## src/rtl/ufsm_pkg.sv

```systemverilog
package ufsm_pkg;

   localparam int CW = 5;                  // codeword width
   localparam int NS = 4;                  // number of states
   localparam int IW = $clog2(NS);         // state index width
   localparam int MIN_DIST = 3;            // required pairwise distance

   typedef logic [CW-1:0] cw_t;
   typedef logic [IW-1:0] idx_t;

   // Codeword assigned to each state index
   function automatic cw_t code_of(int i);
      case (i)
         0:       return 5'b00000;
         1:       return 5'b11100;
         2:       return 5'b01111;
         3:       return 5'b10011;
         default: return '0;
      endcase
   endfunction

   function automatic int hdist(cw_t a, cw_t b);
      int n;
      n = 0;
      for (int k = 0; k < CW; k++) n += int'(a[k] ^ b[k]);
      return n;
   endfunction

endpackage

```

## src/rtl/ufsm_decoder.sv

```systemverilog
module ufsm_decoder
   import ufsm_pkg::*;
(
   input  logic clk,
   input  logic rst_n,
   input  cw_t  word,
   output idx_t idx,
   output logic exact,
   output logic corr,
   output logic bad
);

   logic [NS-1:0] near;
   logic [NS-1:0] same;

   // One distance matcher per legal state
   for (genvar i = 0; i < NS; i++) begin : g_match
      assign near[i] = (hdist(word, code_of(i)) <= 1);
      assign same[i] = (word == code_of(i));
   end

   always_comb begin
      idx = '0;
      for (int i = 0; i < NS; i++) begin
         if (near[i]) idx = idx | idx_t'(i);
      end
   end

   assign exact = |same;
   assign bad   = ~|near;
   assign corr  = (|near) & ~exact;

   // The codeword spacing guarantees at most one state claims a word
   assert_single_claim_R2: assert property (@(posedge clk) disable iff (!rst_n)
      $onehot0(near));

endmodule

```

## src/rtl/ufsm_next.sv

```systemverilog
module ufsm_next
   import ufsm_pkg::*;
(
   input  idx_t cur_idx,
   input  logic cur_bad,
   input  logic req,
   output idx_t nxt_idx,
   output cw_t  nxt_code
);

   always_comb begin
      if (cur_bad) begin
         nxt_idx = '0;
      end else if (cur_idx == '0) begin
         nxt_idx = req ? idx_t'(1) : '0;
      end else if (cur_idx == idx_t'(NS - 1)) begin
         nxt_idx = '0;
      end else begin
         nxt_idx = cur_idx + idx_t'(1);
      end
   end

   assign nxt_code = code_of(int'(nxt_idx));

endmodule

```

## src/rtl/upset_tolerant_fsm.sv

```systemverilog
module upset_tolerant_fsm
   import ufsm_pkg::*;
#(
   parameter int STATE_W  = 5,
   parameter int N_STATES = 4
)(
   input  logic                        clk,
   input  logic                        rst_n,
   input  logic                        req,
   input  logic [STATE_W-1:0]          flip_mask,
   output logic                        idle_out,
   output logic [$clog2(N_STATES)-1:0] state_idx,
   output logic                        corr_flag,
   output logic                        fatal_flag
);

   // Elaboration checks on the parameters and the code table
   if (STATE_W != CW) begin : g_bad_width
      $error("STATE_W must equal the codeword width");
   end
   if (N_STATES != NS) begin : g_bad_count
      $error("N_STATES must equal the number of encoded states");
   end
   for (genvar a = 0; a < NS; a++) begin : g_pair_a
      for (genvar b = a + 1; b < NS; b++) begin : g_pair_b
         if (hdist(code_of(a), code_of(b)) < MIN_DIST) begin : g_close
            $error("codewords too close to correct a single flip");
         end
      end
   end

   cw_t  word_q;
   idx_t dec_idx;
   logic dec_exact, dec_corr, dec_bad;
   idx_t nxt_idx;
   cw_t  nxt_code;

   ufsm_decoder u_dec (
      .clk   (clk),
      .rst_n (rst_n),
      .word  (word_q),
      .idx   (dec_idx),
      .exact (dec_exact),
      .corr  (dec_corr),
      .bad   (dec_bad)
   );

   ufsm_next u_next (
      .cur_idx  (dec_idx),
      .cur_bad  (dec_bad),
      .req      (req),
      .nxt_idx  (nxt_idx),
      .nxt_code (nxt_code)
   );

   always_ff @(posedge clk or negedge rst_n) begin
      if (!rst_n) begin
         word_q     <= code_of(0);
         state_idx  <= '0;
         idle_out   <= 1'b1;
         corr_flag  <= 1'b0;
         fatal_flag <= 1'b0;
      end else begin
         word_q     <= nxt_code ^ flip_mask;
         state_idx  <= nxt_idx;
         idle_out   <= (nxt_idx == '0);
         corr_flag  <= dec_corr;
         fatal_flag <= dec_bad;
      end
   end

   assert_idle_tracks_idx_R7: assert property (@(posedge clk) disable iff (!rst_n)
      idle_out == (state_idx == '0));

   assert_fatal_goes_idle_R9: assert property (@(posedge clk) disable iff (!rst_n)
      fatal_flag |-> (state_idx == '0) && idle_out);

   assert_chain_step_R4: assert property (@(posedge clk) disable iff (!rst_n)
      (!dec_bad && dec_idx == idx_t'(1)) |-> nxt_idx == idx_t'(2));

   assert_idle_hold_R3: assert property (@(posedge clk) disable iff (!rst_n)
      (!dec_bad && dec_idx == '0 && !req) |-> nxt_idx == '0);

   assert_scrub_R6: assert property (@(posedge clk) disable iff (!rst_n)
      (flip_mask == '0) |=> dec_exact);

endmodule

```

## config.mk

```make
export PLATFORM = sky130hd
export DESIGN_NAME = upset_tolerant_fsm
export DESIGN_NICKNAME = d
export VERILOG_FILES = /design/src/rtl/ufsm_pkg.sv /design/src/rtl/ufsm_decoder.sv /design/src/rtl/ufsm_next.sv /design/src/rtl/upset_tolerant_fsm.sv
export SDC_FILE = /design/constraint.sdc
export NUM_CORES = 1
export LEC_CHECK = 0
export BUFFER_PORTS_ARGS = -buffer_cell sky130_fd_sc_hd__buf_2
export CORE_ASPECT_RATIO = 1.1
export CORE_UTILIZATION = 35
export CTS_CLUSTER_SIZE = 8
export DETAILED_ROUTE_END_ITERATION = 6
export PLACE_DENSITY = 0.59
export SYNTH_ARGS = -nofsm -noshare
export SYNTH_HDL_FRONTEND = slang
export SYNTH_HIERARCHICAL = 1
export SYNTH_SLANG_ARGS = --single-unit
```

## constraint.sdc

```tcl
create_clock -name clk -period 7.8 [get_ports clk]
set_clock_uncertainty 0.1 [all_clocks]
set_input_delay 0.78 -clock clk [delete_from_list [all_inputs] [get_ports clk]]
set_output_delay 0.78 -clock clk [all_outputs]
set_load 0.01 [all_outputs]
```

Yosys cells after proc, flatten, opt, wreduce, memory -nomap -nowiden
Index checks and enable logic that the tools add are counted.
Storage, ports and cells
  bits in registers: 10
  word-level logic and storage cells: 53
Operators by class
  $add $sub $neg: 15
  $lt $le $gt $ge: 4
  equality and inequality tests: 7
  multiplexer cells: 8
  bitwise logic cells: 8
  reduce and logical (&&, ||, !) cells: 6
Operators by type and width (count)
  adder 32 x 2 -> 32 bit: 12
  less-or-equal comparator 32 x 2 -> 1 bit, second input constant: 4
  one-hot mux 5 bit (4 select lines): 1
  == test 5 bit, second input constant: 2
  two-way mux 2 bit: 5
  OR reduction 4 bit: 2
  == test 2 bit, second input constant: 3
  NOT 1 bit: 6
  == test 5 x 4 -> 1 bit, second input constant: 1
  zero test 5 bit: 1
  bitwise XOR 5 bit: 1
  adder 1 x 1 -> 2 bit: 2
  zero test 2 bit: 2
  adder 2 x 1 -> 2 bit, second input constant: 1
  == test 2 x 1 -> 1 bit, second input constant: 1
  two-way mux 1 bit: 2
  AND 1 bit: 1
  zero test 1 bit: 1

Depth between registers and ports, before layout
  word-level depth: 15
  mapped depth: 18
  mapped depth without buffers: 17

By module
The synthesis kept the hierarchy.
Modules (own cells, without submodules)
  ufsm_decoder: times used 1, cells an instance 39, area each 376.6 um2, sequential area each 0.0 um2
  upset_tolerant_fsm: times used 1, cells an instance 16, area each 299.0 um2, sequential area each 251.5 um2
  ufsm_next: times used 1, cells an instance 15, area each 116.4 um2, sequential area each 0.0 um2

Least setup slack after synthesis
OpenSTA, ideal clock, no wires.
  path type: reg2reg
  start: register word_q[0]
  end: register word_q[4]
  setup time: 0.121 ns
  data arrival time: 3.099 ns
  data required time: 7.579 ns
  path slack: 4.480 ns
  stages on the path, launching flop included: 18
  path buffers: 0
  cells stage by stage: dfrtp_1 -> inv_1 -> ha_1 -> inv_1 -> fa_1 -> inv_1 -> ha_1 -> inv_1 -> fa_1 -> a22oi_1 -> inv_1 -> inv_1 -> ha_1 -> nand2b_4 -> inv_1 -> ha_1 -> or2_1 -> xor2_1
Between the ends
  cells in the longest elaborated chain, start to end: 15
RTL lines
  from (decl): line upset_tolerant_fsm.sv:32  | cw_t word_q;
  from (signal assigned): line upset_tolerant_fsm.sv:58  | word_q <= code_of(0);
  from (signal assigned): line upset_tolerant_fsm.sv:64  | word_q <= nxt_code ^ flip_mask;
  NOT 1 bit (no line) (*)
  adder 1 x 1 -> 2 bit (*): line ufsm_pkg.sv:25  | for (int k = 0; k < CW; k++) n += int'(a[k] ^ b[k]);
  adder 32 x 2 -> 32 bit (3 in series): line ufsm_pkg.sv:25
  less-or-equal comparator 32 x 2 -> 1 bit: line ufsm_decoder.sv:18  | assign near[i] = (hdist(word, code_of(i)) <= 1);
  two-way mux 2 bit: line ufsm_decoder.sv:25  | if (near[i]) idx = idx | idx_t'(i);
  two-way mux 2 bit (*): line ufsm_decoder.sv:25
  named net dec_idx[1]: line upset_tolerant_fsm.sv:33  | idx_t dec_idx;
  adder 2 x 1 -> 2 bit or == test 2 bit (tied branches): line ufsm_next.sv:19, ufsm_next.sv:16
  two-way mux 2 bit: line ufsm_next.sv:16  | end else if (cur_idx == idx_t'(NS - 1)) begin
  two-way mux 2 bit (*): line ufsm_next.sv:14  | end else if (cur_idx == '0) begin
  two-way mux 2 bit (*): line ufsm_next.sv:12  | if (cur_bad) begin
  == test 2 bit (tied with other cells)
  one-hot mux 5 bit (4 select lines) (*): line ufsm_pkg.sv:13  | case (i)
  named net nxt_code[4]: line upset_tolerant_fsm.sv:36  | cw_t nxt_code;
  bitwise XOR 5 bit (*): line upset_tolerant_fsm.sv:64
The timed path passes the listed nets; every way through them passes the cells marked *.

Worst setup path after layout
  start: register word_q[1]
  end: register word_q[4]
Same word-level chain as after synthesis.

==> impl_metrics.env <==
export IMPL_overflow=0
export IMPL_drt_wl_total_um=1040
export IMPL_tightestPinTransition_ns=0.341
export IMPL_ctsLongestPathBuffers=2
export IMPL_cts_sinks=10
export IMPL_setup_ws_ns=4.20
export IMPL_rows=17
export IMPL_post_route_util_pct=43.2
export IMPL_path_max_fanout=5
export IMPL_outcome="completed"
export IMPL_synth_warnings=6
export IMPL_area_growth_pct=13.9
export IMPL_drtPass1Iterations=4
export IMPL_place_area_um2=855
export IMPL_rsz0062_at_grt="no"
export IMPL_hold_violations=0
export IMPL_gp_congestion=0.773
export IMPL_postCtsHoldBufs=0
export IMPL_post_route_drc_count=0
export IMPL_start_kind="flip-flop"
export IMPL_hp_class="in -> async"
export IMPL_r2r_slack_ns=4.20
export IMPL_worstSetupPathType="reg -> reg"
export IMPL_dr_total_vias=473
export IMPL_end_kind="flip-flop"
export IMPL_tns_ns=0
export IMPL_grt_pass1_wl_um=1930
export IMPL_reg2regPathDepth=17
export IMPL_final_max_slew_violation_count=0
export IMPL_die_w_um=47.1
export IMPL_dr_first_iter_drc_count=8
export IMPL_cts_tree="yes"
export IMPL_syn_nets=96
export IMPL_grt_max_degree=11
export IMPL_clkTransAtPathRegs_ns=0.07
export IMPL_drtAntennaViolNets=0
export IMPL_synthCells=69
export IMPL_grt_use_total_pct=11.7
export IMPL_syn_area_um2=782
export IMPL_reg2reg_to="word_q[4]"
export IMPL_portBuffers=12
export IMPL_ios=13
export IMPL_min_period_over_period_pct=46.1
export IMPL_postCtsSetupRepairBufs=0
export IMPL_max_stage_delay_ns=0.48
export IMPL_nNetsFinal=110
export IMPL_place_ws_ns=4.18
export IMPL_num_antenna_cells=0
export IMPL_cts_made_buffers=3
export IMPL_core_area_mm2=0.00206
export IMPL_cts_root_buffer="clkbuf_4"
export IMPL_final_area_um2=891
export IMPL_layout_drive_gt1_share_pct=24.4
export IMPL_antenna_found_initial=0
export IMPL_h_tree_depth=1
export IMPL_initial_core_util_pct=37.9
export IMPL_path_cells="inv_1, ha_1, inv_1, fa_1, inv_1, ha_1, inv_1, fa_1, a22oi_1, inv_1, inv_1, ha_1, nand2b_4, inv_1, ha_1, or2_1, xor2_1"
export IMPL_post_cts_resized=0
export IMPL_max_slew_margin_pct=77.3
export IMPL_grt_pass1_vias=473
export IMPL_avgViaCountPerCell=4.30
export IMPL_cp_common_cell="inv_1"
export IMPL_period_minus_slack_ns=3.60
export IMPL_crit_slowest_cell="fa_1"
export IMPL_place_hpwl_um=916
export IMPL_arrival_ns=3.64
export IMPL_fmax_mhz=278
export IMPL_synth_avg_cell_area_um2=11.3
export IMPL_cp_required_ns=7.85
export IMPL_r2r_start="word_q[1]"
export IMPL_routedWlPerCell_um=9.48
export IMPL_maxCapViolations=0
export IMPL_clkLatencyLatePin_ns=0.26
export IMPL_die_y_um=51.6
export IMPL_setup_viol=0
export IMPL_die_area_mm2=0.00243
==> metal layers <==
metal / GRT usage [%] / share of wire, % / up-vias
met2: 18.1 / 48 / 10
li1: - / - / 231
met4: 4.29 / 0.77 / 0
met3: 5.21 / 4.5 / 2
met1: 14.3 / 47 / 230
met5: 0 / 0 / -
==> layout make-up <==
class,count,area [um2]
repair buffers,12,60.1
multi-input cells,36,433
clock buffers,4,36.3
fillers,209,1170
flip-flops and latches,10,251
well taps,28,35.0
inverters,20,75.1
==> metrics by stage <==
step,instances,hold slack [ns]
floorplan,69,0.384
CTS,110,0.261
global placement,106,0.519
finish,110,0.261
global route,110,0.262
detailed placement,106,0.524
==> cell usage in the layout (no fill, tap or decap) <==
| cell | count |
|---|---|
| inv_1 | 20 |
| and2_1 | 1 |
| buf_2 | 12 |
| a22oi_1 | 2 |
| fa_1 | 7 |
| mux2_4 | 1 |
| nor2_1 | 2 |
| a21oi_1 | 1 |
| xor2_1 | 5 |
| nand2b_4 | 1 |
| clkbuf_4 | 3 |
| or2_1 | 1 |
| dfstp_2 | 1 |
| a222oi_1 | 1 |
| a22o_1 | 1 |
| mux2_2 | 1 |
| ha_1 | 12 |
| clkbuf_8 | 1 |
| dfrtp_1 | 9 |
==> registers in the layout (all words and copies together), names as in the netlist <==
register / count
fatal_flag: 1
word_q: 5
corr_flag: 1
state_idx: 2
idle_out: 1
==> critical path: cells and delay by family (launching register included) <==
kind	cells	cell delay (ns)
compound gates	1	0.34
xor+xnor	1	0.14
fa+ha+maj	6	1.78
buf+inv	7	0.50
flops	1	0.35
simple gates	2	0.29
==> worst max-delay path by stage <==
stage	start	to	slack, ns	cells past startpoint
floorplan	word_q[0]	word_q[4]	4.48	17
global placement	word_q[0]	word_q[4]	4.23	17
detailed placement	word_q[1]	word_q[4]	4.18	17
CTS	word_q[1]	word_q[4]	4.17	17
global route	word_q[1]	word_q[2]	3.96	17
finish	word_q[1]	word_q[4]	4.20	17
Power is not shown: default switching activity piles up to over one toggle a cycle in this logic, so the estimate is an artifact.
